## src/rtl/membus_pkg.sv

```systemverilog
package membus_pkg;
    typedef enum logic [1:0] {
        ST_IDLE    = 2'd0,
        ST_SETUP   = 2'd1,
        ST_STROBE  = 2'd2,
        ST_RECOVER = 2'd3
    } bus_state_t;
endpackage

```

## src/rtl/membus_seq.sv

```systemverilog
module membus_seq
    import membus_pkg::*;
(
    input  logic clk,
    input  logic rst_n,
    input  logic req,
    input  logic ack,
    input  logic wr_q,
    output logic accept,
    output logic capture,
    output logic busy,
    output logic done,
    output logic strobe,
    output logic rd_line,
    output logic doe
);
    bus_state_t state, state_nx;

    // state register
    always_ff @(posedge clk) begin
        if (!rst_n) state <= ST_IDLE;
        else        state <= state_nx;
    end

    // transitions: accept, launch, complete, release
    always_comb begin
        state_nx = state;
        unique case (state)
            ST_IDLE:    if (req) state_nx = ST_SETUP;
            ST_SETUP:   state_nx = ST_STROBE;
            ST_STROBE:  if (ack) state_nx = ST_RECOVER;
            ST_RECOVER: state_nx = ST_IDLE;
            default:    state_nx = ST_IDLE;
        endcase
    end

    // outputs
    always_comb begin
        accept  = 1'b0;
        capture = 1'b0;
        busy    = 1'b1;
        done    = 1'b0;
        strobe  = 1'b0;
        rd_line = 1'b1;
        doe     = 1'b0;
        unique case (state)
            ST_IDLE: begin
                busy   = 1'b0;
                accept = req;
            end
            ST_SETUP: begin
                rd_line = ~wr_q;
                doe     = wr_q;
            end
            ST_STROBE: begin
                strobe  = 1'b1;
                rd_line = ~wr_q;
                doe     = wr_q;
                capture = ack & ~wr_q;
            end
            ST_RECOVER: done = 1'b1;
            default: busy = 1'b0;
        endcase
    end

    a_r4_strobe_held: assert property (@(posedge clk) disable iff (!rst_n)
        strobe && !ack |=> strobe);
    a_r4_strobe_drops: assert property (@(posedge clk) disable iff (!rst_n)
        strobe && ack |=> !strobe && done);
    a_r8_done_pulse: assert property (@(posedge clk) disable iff (!rst_n)
        done |-> !strobe ##1 !done);
    a_r3_setup_first: assert property (@(posedge clk) disable iff (!rst_n)
        $rose(strobe) |-> $past(busy) && !$past(strobe));
    a_r7_doe_is_write: assert property (@(posedge clk) disable iff (!rst_n)
        doe |-> !rd_line && busy);
endmodule

```

## src/rtl/membus_hold.sv

```systemverilog
module membus_hold #(
    parameter int ADDR_W = 16,
    parameter int DATA_W = 16
) (
    input  logic              clk,
    input  logic              rst_n,
    input  logic              accept,
    input  logic              capture,
    input  logic              busy,
    input  logic              core_we,
    input  logic [ADDR_W-1:0] core_addr,
    input  logic [DATA_W-1:0] core_wdata,
    input  logic [DATA_W-1:0] bus_din,
    output logic [ADDR_W-1:0] addr_q,
    output logic [DATA_W-1:0] data_q,
    output logic              wr_q
);
    always_ff @(posedge clk) begin
        if (!rst_n) begin
            addr_q <= '0;
            data_q <= '0;
            wr_q   <= 1'b0;
        end else if (accept) begin
            addr_q <= core_addr;
            wr_q   <= core_we;
            if (core_we) data_q <= core_wdata;
        end else if (capture) begin
            data_q <= bus_din;
        end
    end

    a_r9_addr_frozen: assert property (@(posedge clk) disable iff (!rst_n)
        busy |=> $stable(addr_q) && $stable(wr_q));
    a_r6_write_data_kept: assert property (@(posedge clk) disable iff (!rst_n)
        busy && wr_q |=> $stable(data_q));
endmodule

```

## src/rtl/membus_biu.sv

```systemverilog
module membus_biu #(
    parameter int ADDR_W = 16,
    parameter int DATA_W = 16
) (
    input  logic              clk,
    input  logic              rst_n,
    input  logic              core_req,
    input  logic              core_we,
    input  logic [ADDR_W-1:0] core_addr,
    input  logic [DATA_W-1:0] core_wdata,
    output logic              core_busy,
    output logic              core_done,
    output logic [DATA_W-1:0] core_rdata,
    output logic [ADDR_W-1:0] bus_addr,
    output logic              bus_strobe,
    output logic              bus_rd,
    output logic [DATA_W-1:0] bus_dout,
    output logic              bus_doe,
    input  logic [DATA_W-1:0] bus_din,
    input  logic              bus_ack
);
    logic              accept, capture, wr_q;
    logic [ADDR_W-1:0] addr_q;
    logic [DATA_W-1:0] data_q;

    membus_seq u_seq (
        .clk     (clk),
        .rst_n   (rst_n),
        .req     (core_req),
        .ack     (bus_ack),
        .wr_q    (wr_q),
        .accept  (accept),
        .capture (capture),
        .busy    (core_busy),
        .done    (core_done),
        .strobe  (bus_strobe),
        .rd_line (bus_rd),
        .doe     (bus_doe)
    );

    membus_hold #(.ADDR_W(ADDR_W), .DATA_W(DATA_W)) u_hold (
        .clk        (clk),
        .rst_n      (rst_n),
        .accept     (accept),
        .capture    (capture),
        .busy       (core_busy),
        .core_we    (core_we),
        .core_addr  (core_addr),
        .core_wdata (core_wdata),
        .bus_din    (bus_din),
        .addr_q     (addr_q),
        .data_q     (data_q),
        .wr_q       (wr_q)
    );

    assign bus_addr   = addr_q;
    assign bus_dout   = data_q;
    assign core_rdata = data_q;
endmodule

```

## config.mk

```make
export PLATFORM = sky130hd
export DESIGN_NAME = membus_biu
export DESIGN_NICKNAME = d
export VERILOG_FILES = /design/src/rtl/membus_pkg.sv /design/src/rtl/membus_seq.sv /design/src/rtl/membus_hold.sv /design/src/rtl/membus_biu.sv
export SDC_FILE = /design/constraint.sdc
export NUM_CORES = 1
export LEC_CHECK = 0
export ABC_CLOCK_PERIOD_IN_PS = 2009
export BUFFER_PORTS_ARGS = -buffer_cell sky130_fd_sc_hd__buf_2
export CORE_UTILIZATION = 42
export DETAILED_ROUTE_END_ITERATION = 8
export GPL_TIMING_DRIVEN = 0
export HOLD_SLACK_MARGIN = 0.15
export PLACE_DENSITY_LB_ADDON = 0.05
export SETUP_SLACK_MARGIN = 0.3
export SYNTH_ARGS = -nofsm -noshare
export SYNTH_HDL_FRONTEND = slang
export SYNTH_SLANG_ARGS = --single-unit
```

## constraint.sdc

```tcl
create_clock -name clk -period 2.01 [get_ports clk]
set_input_delay 0.1005 -clock clk [delete_from_list [all_inputs] [get_ports clk]]
set_output_delay 0.1005 -clock clk [all_outputs]
set_load 0.03 [all_outputs]
```

==> key figures <==
Run status
  – Status: complete, no violations

Timing
  – Tcrit/Tclk final: between 80% and 90%
  – Final hold violation count: 0
  – Max Freq: ~600 MHz
  – Max Clock Skew: approximately 0.0027 ns
  – Max-slew violation count: 0
  – Minimum clock period: around 1.7 ns
  – TNS Setup: 0 ns
  – Final setup violating endpoints: 0
  – Hold_ws: 0.156 ns
  – Max_slew headroom: 74.1%
  – Worst Tran Pin Value: between 0.3 and 0.4 ns
  – RSZ-0062 raised after global routing: true

Placement
  – Buffers on Ports: roughly 110
  – Gpl congestion: 0.775
  – HPWL Detailed: about 2800 um

Setup path
  – CP arrival: 1.86 ns
  – CP Launch Point: u_seq.state[1]
  – Startpoint Class: flip-flop
  – Crit path capture type: flip-flop
  – FF-to-FF Start: u_seq.state[1]
  – Req. time, crit path: 2.20 ns
  – CP max FO: 8
  – Worst Setup Path Type: reg2reg

Floorplan
  – Core ar.: 3770 um2
  – Die Width: 65.5 um
  – Rows: 22
  – Initial Utilization: 44.9%
  – Die Y-Extent: 65.5 um
  – Ports: 106
  – DIE AREA: 4290 um2

Yosys
  – Avg Inst Size Synth: 8.63 um2
  – #FFs+latches synth: 35
  – Share of the synthesized area in the top cell type: 41.4%
  – Mapped Area: roughly 1700 um2
  – Sequential share of the synthesized area: 41.4%
  – Largest area contributor in the netlist: dfxtp_1
  – Post-Syn Instances: 196
  – Syn Nets: 253
  – Synth unique cells: 18
  – Post-synth EDFFs: 0
  – Most frequent cells after synthesis: inv_1 (36), nand2_1 (36), dfxtp_1 (35)
  – Top cells by area, synth: dfxtp_1 (41%), a221oi_2 (8.9%), a21boi_0 (8.0%), inv_1 (8.0%), nand2_1 (8.0%)
  – Asr flop ratio synth: 0%
  – Main synth FF type: dfxtp_1
  – Synth warn: 0

Final layout
  – Number of fill cells: 291
  – P&R area growth vs syn: 66.9%
  – Fraction of layout cells with a size suffix above 1: around 45%
  – # diodes: 0
  – Post-layout nets: 406

Flow run
  – Max cap viols: 0

Clock tree
  – # clock sinks: 35
  – Skew-Pair Late Insertion Delay: 0.28 ns
  – CTS root buffer: clkbuf_8
  – CTS tree: done
  – Clock slew at reported path FFs: ~0.07 ns
  – H-Tree Depth: 2
  – Clock Path Buffers: 2
  – Clock buffer count from CTS: 5

Hold path
  – Hold Crit Class: in2reg
  – Hold Path Origin: core_wdata[14]

Power and ir drop
  – Pwr/cell area: 1200 nW/um2
  – Worst VDD drop: 672 uV
  – Leak: 1.44 nW

Routing
  – Post-route ant nets: 0
  – Initial drt markers: around 120
  – Residual DRC count: 0
  – Pre-Repair DR Iteration Count: 5
  – Post-DR vias/cell: 4.54
  – DR WL/cell: 11.7 um
  – Via count: between 1500 and 2000
  – Final wirelength: 4680 um

GRT
  – GR Overflow Total: 0
  – Initial antenna violation count: 0
  – Tot GR Track Use: between 20% and 30%
  – Vias in the first global route: 1533
  – First-pass GRT wire length: 6840 um
  – Largest net degree at the start of global routing: 11
[registers in the layout, indices dropped and copies added (netlist names)]
signal,flops
u_hold.addr_q,16
u_hold.data_q,16
u_hold.wr_q,1
u_seq.state,2
[path summary, 6_finish.rpt]
path / to / slack [ns] / cells past startpoint
max: u_hold.data_q[8] / 0.34 / 7
min reg2reg: u_hold.addr_q[3] / 0.46 / 2
max reg2reg: u_hold.data_q[8] / 0.34 / 7
min: u_hold.data_q[14] / 0.16 / 3
[cells by family (layout without fill, tap and decap cells)]
family          Yosys count  count (layout)  share of synthesized area [%]
buf+inv                  61             215                           18.2
compound gates           54              54                           26.9
simple gates             42              42                           10.5
flops                    35              35                           41.4
fa+ha+maj                 4               4                           2.96
[layout by cell type (no fill, tap or decap)]
cell type and count:
a21boi_0 18, a221oi_1 6, a221oi_2 10, and2_4 1, buf_12 1, buf_2 105
buf_4 20, buf_6 2, clkbuf_1 5, clkbuf_16 1, clkbuf_2 3, clkbuf_8 5
clkinv_2 1, dfxtp_1 33, dfxtp_2 2, dlygate4sd3_1 36, ha_1 2, ha_2 1
ha_4 1, inv_1 34, inv_2 1, inv_4 1, nand2_1 36, nand3_2 1
nor2b_1 2, nor3_4 1, o21ai_0 18, o311a_1 1, o31a_4 1, or3b_2 1
[per-stage QoR]
stage / setup slack (ns) / util, % / instances / power, mW / cell area (um2)
floorplan: 0.352 / - / 196 / 2.23 / 1690
detailed placement: 0.116 / 60.4 / 349 / 2.66 / 2280
global placement: 0.112 / 60.4 / 349 / 2.64 / 2280
finish: 0.342 / 74.9 / 398 / 3.38 / 2820
CTS: 0.307 / 72.3 / 392 / 3.22 / 2730
global route: 0.287 / 74.9 / 398 / 3.59 / 2820
[cell type report]
type	instances	area [um2]	share of cell area, %
clock inverters	1	5.00	0.177
inverters	36	138	4.87
clock buffers	7	76.3	2.70
multi-input cells	100	712	25.2
repair buffers	146	941	33.3
well taps	48	60.1	2.13
plain buffers	25	189	6.69
flip-flops and latches	35	703	24.9
[routing by layer]
metal | routed length (um) | global-route usage (%) | up-vias
met4 | 44 | 7.34 | 0
li1 | - | - | 931
met5 | 0 | 0 | -
met2 | 2470 | 39.2 | 61
met1 | 1920 | 23.7 | 807
met3 | 244 | 5.56 | 6
[worst max-delay path: stages, from the launching register on]
cell and delay, ns:
dfxtp_2 0.34, inv_2 0.06, ha_4 0.16, and2_4 0.13, buf_6 0.12, o31a_4 0.39
buf_12 0.16, a221oi_2 0.22
[report_power, final]
group	internal [mW]	switching (mW)
clock network	0.243	0.238
registers	0.879	0.117
logic	0.765	1.14
total	1.89	1.49
[timing repair]
action                     4_1_cts  5_1_grt
hold buffers                    35        1
setup buffers                    0        4
pin swaps                        1        4
gates cloned                     0        1
setup endpoints to repair       12       21
resized for setup                6       13
hold endpoints to repair        32        1
No activity file was read; power rests on OpenSTA's default activity.
